===== src/rtl/rcd_pkg.sv =====
package rcd_pkg;
  localparam int CODE_W = 6;
  localparam int LEN_W = 7;
  localparam int PASS_LEN = 2;

  typedef logic [LEN_W-1:0] len_t;
  typedef logic [CODE_W-1:0] code_t;

  typedef struct packed {
    logic run;
    logic levA;
    logic levB;
  } strobe_t;

  function automatic len_t decodeLen(input code_t code);
    case (code)
      CODE_W'(1):  return len_t'(3);
      CODE_W'(2):  return len_t'(4);
      CODE_W'(3):  return len_t'(5);
      CODE_W'(4):  return len_t'(6);
      CODE_W'(5):  return len_t'(7);
      CODE_W'(6):  return len_t'(8);
      CODE_W'(7):  return len_t'(10);
      CODE_W'(8):  return len_t'(12);
      CODE_W'(9):  return len_t'(14);
      CODE_W'(18): return len_t'(32);
      CODE_W'(50): return len_t'(96);
      default:     return len_t'(PASS_LEN);
    endcase
  endfunction

  function automatic len_t highLen(input len_t p);
    return p - (p >> 1);
  endfunction
endpackage


===== src/rtl/rcd_ctrl.sv =====
module rcd_ctrl
  import rcd_pkg::*;
(
  input  logic    refClk,
  input  logic    rstN,
  input  logic    enable,
  input  code_t   ratioCode,
  output strobe_t strobe
);
  len_t curIdx;
  len_t activeLen;
  len_t reqLen;
  len_t effLen;
  len_t idxB;
  len_t idxPlus1;
  len_t idxPlus2;
  len_t nextIdx;
  len_t nextLen;
  logic atRise;
  logic midRise;

  always_comb begin
    reqLen   = decodeLen(ratioCode);
    idxPlus1 = curIdx + len_t'(1);
    idxPlus2 = curIdx + len_t'(2);
    atRise   = (curIdx == '0);
    midRise  = (idxPlus1 == activeLen);
    effLen   = atRise ? reqLen : activeLen;
    nextLen  = (atRise || midRise) ? reqLen : activeLen;
    idxB     = midRise ? '0 : idxPlus1;
    if (midRise) begin
      nextIdx = len_t'(1);
    end else if (idxPlus2 >= effLen) begin
      nextIdx = idxPlus2 - effLen;
    end else begin
      nextIdx = idxPlus2;
    end
    strobe.run  = enable;
    strobe.levA = (curIdx < highLen(effLen));
    strobe.levB = midRise ? 1'b1 : (idxB < highLen(effLen));
  end

  always_ff @(posedge refClk or negedge rstN) begin
    if (!rstN) begin
      curIdx    <= '0;
      activeLen <= len_t'(PASS_LEN);
    end else if (!enable) begin
      curIdx    <= '0;
      activeLen <= reqLen;
    end else begin
      curIdx    <= nextIdx;
      activeLen <= nextLen;
    end
  end
endmodule


===== src/rtl/rcd_datapath.sv =====
module rcd_datapath
  import rcd_pkg::*;
(
  input  logic    refClk,
  input  logic    rstN,
  input  strobe_t strobe,
  output logic    clkOut
);
  logic posFlop;
  logic negFlop;
  logic levBReg;

  always_ff @(posedge refClk or negedge rstN) begin
    if (!rstN) begin
      posFlop <= 1'b0;
      levBReg <= 1'b0;
    end else if (!strobe.run) begin
      posFlop <= negFlop;
      levBReg <= 1'b0;
    end else begin
      posFlop <= strobe.levA ^ negFlop;
      levBReg <= strobe.levB;
    end
  end

  always_ff @(negedge refClk or negedge rstN) begin
    if (!rstN) begin
      negFlop <= 1'b0;
    end else begin
      negFlop <= levBReg ^ posFlop;
    end
  end

  assign clkOut = posFlop ^ negFlop;
endmodule


===== src/rtl/ratio_clk_div.sv =====
module ratio_clk_div
  import rcd_pkg::*;
(
  input  logic              refClk,
  input  logic              rstN,
  input  logic              enable,
  input  logic [CODE_W-1:0] ratioCode,
  output logic              clkOut
);
  strobe_t strobe;

  rcd_ctrl uCtrl (
    .refClk   (refClk),
    .rstN     (rstN),
    .enable   (enable),
    .ratioCode(ratioCode),
    .strobe   (strobe)
  );

  rcd_datapath uData (
    .refClk(refClk),
    .rstN  (rstN),
    .strobe(strobe),
    .clkOut(clkOut)
  );
endmodule


===== config.mk =====
export PLATFORM = sky130hd
export DESIGN_NAME = ratio_clk_div
export DESIGN_NICKNAME = d
export VERILOG_FILES = /design/src/rtl/rcd_pkg.sv /design/src/rtl/rcd_ctrl.sv /design/src/rtl/rcd_datapath.sv /design/src/rtl/ratio_clk_div.sv
export SDC_FILE = /design/constraint.sdc
export NUM_CORES = 1
export LEC_CHECK = 0
export ABC_AREA = 1
export CORE_UTILIZATION = 40
export DETAILED_ROUTE_END_ITERATION = 10
export GPL_TIMING_DRIVEN = 0
export SYNTH_ARGS = -nofsm -noshare
export SYNTH_HDL_FRONTEND = slang
export SYNTH_HIERARCHICAL = 1
export SYNTH_SLANG_ARGS = --single-unit

===== constraint.sdc =====
create_clock -name refClk -period 5.16 [get_ports refClk]
set_clock_uncertainty 0.15 [all_clocks]
set_input_delay 1.032 -clock refClk [delete_from_list [all_inputs] [get_ports refClk]]
set_output_delay 1.032 -clock refClk [all_outputs]
set_load 0.05 [all_outputs]

==> metrics.csv <==
metric;value;unit
final WL;5660;µm
syn nets;382;
clk buf depth;2;
RSZ-0062 raised after global routing;false;
vias in the first global route;2062;
register area share after synthesis;17.9;%
hold path endpoint;uCtrl/activeLen[1]$_DFFE_PN1P_;
fin. max-slew vios;0;
Setup Fix Bufs, Post-CTS;0;
status;finished, final reports clean;
Routed WL per cell;13.2;µm
syn_area_per_cell;6.48;µm²
core area;5240;µm²
warnings from Yosys;6;
GP Congestion;0.919;
final hold viol count;0;
Area Overhead vs Synth;10.3;%
Clk Tree Root Cell;clkbuf_8;
r2r setup slk;830;ps
GRT overflow;0;
row count;26;
storage element area;402;µm²
Worst path slowest cell;dfrtn_1;
Starting Density;42.8;%
Slew HR;36.8;%
flops & latches, synth;16;
placed insts;424;
H-Tree Depth;1;
num ports;10;
EDFF count, synth;0;
Die X;76.9;µm
Hold Startpoint;uCtrl/activeLen[1]$_DFFE_PN1P_;
setup violators final;0;
layout cells sized above 1;10.9;%
worst reg-to-reg path cell count;23;
drt first pass iters;4;
CP bufs+invs;1;
worst skew pair latency;270;ps
Post-Layout Cell Count;428;
Worst Path Max Fanout;3;
DIE AREA;5910;µm²
Antenna Nets Post-Route;0;
Critical Path AT;3710;ps
Vias/cell;5.01;
multi-input gate area in the final layout;1560;µm²
drt first-iter violations;204;
# fillers;554;
DR vias;2145;
DRC;0;
Worst Max-Slew Pin Slew;938;ps
wire length of the first global-routing pass;9830;µm
Crit. End Element;output port;
CTS tree;built;
Hold Crit Depth;2;
largest net degree at the start of global routing;17;
Final HPWL DP;4550;µm
Max Cap Viol;0;
Gate Count Post-Synth;346;
setup TNS;0;ps
ant diodes;0;
Crit Path Class;flip-flop to output port;
NumNets Final;395;
CP startpoint kind;flip-flop;
Post-synth ARST share;100;%
port bufs;8;
FF-to-FF Start;uCtrl/curIdx[0]$_DFFE_PN0P_;
CP top delay family;flip-flops;
CP required;3980;ps
top_reg_cell synth;dfrtp_1;
Hold Crit Class;flip-flop to flip-flop;
CP max stage delay;440;ps
CTS buffer count;3;
initial antenna violation count;0;
crit path cell chain;xor2_1 > clkbuf_2;
R2R Path End;uData/posFlop$_DFF_PN0_;
cell area after synthesis;2240;µm²
gr usage total;20.8;%
count of unique library cells instantiated by Yosys;35;
Worst-path clk slew;70;ps
die outline height;76.9;µm
# clock sinks;16;
==> through the flow <==
step / instance area [µm²] / utilization [%] / hold WS [ps] / setup slack [ps]
final: 2470 / 47.2 / 362 / 266
after global routing: 2470 / 47.2 / 396 / 62.6
after CTS: 2460 / 47.0 / 364 / 8.13
after detailed placement: 2410 / 46.0 / 352 / 1.59
after global placement: 2410 / 46.0 / 341 / 13.1
after floorplan: 2240 / - / 325 / 210
==> Yosys cell counts, types with 2 or more instances <==
library cell / count / area (µm²)
a21oi_1: 12 / 60.1
buf_2: 3 / 15.0
buf_4: 4 / 30.0
clkinv_1: 3 / 11.3
dfrtp_1: 14 / 350
fa_1: 2 / 40.0
ha_1: 25 / 313
inv_1: 54 / 203
inv_2: 4 / 15.0
nand2_1: 96 / 360
nand2_2: 4 / 25.0
nand3_1: 35 / 175
nand3_2: 3 / 30.0
nand3_4: 2 / 35.0
nand3b_1: 3 / 22.5
nand4_1: 14 / 87.6
nand4_4: 2 / 42.5
nor2_1: 31 / 116
nor3_1: 2 / 10.0
o21ai_0: 6 / 30.0
o21ai_1: 2 / 10.0
o21ai_2: 3 / 26.3
xnor2_1: 4 / 35.0
xor2_1: 7 / 61.3
==> layer usage <==
metal	up-vias	share of wire, %	GRT usage (%)	wire length (µm)
met1	981	52	30.3	2950
met3	7	2.6	1.43	148
met4	0	1.2	5.58	69
li1	1131	-	-	-
met5	-	0	0	0
met2	26	44	32.8	2500
==> cell type report <==
| cell class | count | share of cell area, % |
|---|---|---|
| Buffer | 9 | 2.43 |
| Clock buffer | 4 | 2.23 |
| Inverter | 61 | 9.26 |
| Multi-Input combinational cell | 260 | 63.3 |
| Sequential cell | 16 | 16.2 |
| Tap cell | 70 | 3.54 |
| Timing Repair Buffer | 8 | 3.04 |
==> cells in the final DEF, fill, tap and decap left out, types with 6 or more instances in the layout <==
| master | instances |
|---|---|
| dfrtp_1 | 14 |
| nor2_1 | 30 |
| o21ai_0 | 6 |
| a21oi_1 | 12 |
| inv_1 | 54 |
| ha_1 | 25 |
| clkdlybuf4s50_1 | 7 |
| nand2_1 | 96 |
| xor2_1 | 7 |
| nand4_1 | 14 |
| nand3_1 | 35 |
==> registers in the layout, indices dropped and copies added, names as in the netlist <==
register         count
uCtrl/curIdx         7
uCtrl/activeLen      6
uData/levBReg        1
uData/negFlop        1
uData/posFlop        1
==> worst max path at each step <==
stage / startpoint / endpoint / cells past startpoint
after global routing: ratioCode[4] / uData/posFlop$_DFF_PN0_ / 21
after detailed placement: ratioCode[4] / uData/posFlop$_DFF_PN0_ / 21
after CTS: uData/negFlop$_DFF_NN0_ / clkOut / 2
after global placement: ratioCode[4] / uData/posFlop$_DFF_PN0_ / 21
final: uData/negFlop$_DFF_NN0_ / clkOut / 2
after floorplan: uData/negFlop$_DFF_NN0_ / clkOut / 1
==> timing repair <==
action | 4_1_cts | 5_1_grt
hold buffers | 0 | 0
setup endpoints to repair | 1 | 2
resized for setup | 1 | 5
pin swaps | 0 | 0
==> logic make-up (layout without fill, tap and decap cells) <==
family,after synthesis,count (layout),synth area share [%]
XOR/XNOR,11,11,4.30
buffers and inverters,70,82,12.9
flip-flops,16,16,17.9
AND/OR/NAND/NOR,195,195,41.4
AO/OA/AOI/OAI,27,27,7.71
adder cells (fa/ha/maj),27,27,15.7
==> tightest hold or removal path: stages, from the launching register on <==
cell and delay (ps):
dfstp_2 380, nand4_1 80, nand2_1 50
Power is not shown: default switching activity piles up to over one toggle a cycle in this logic, so the estimate is an artifact.
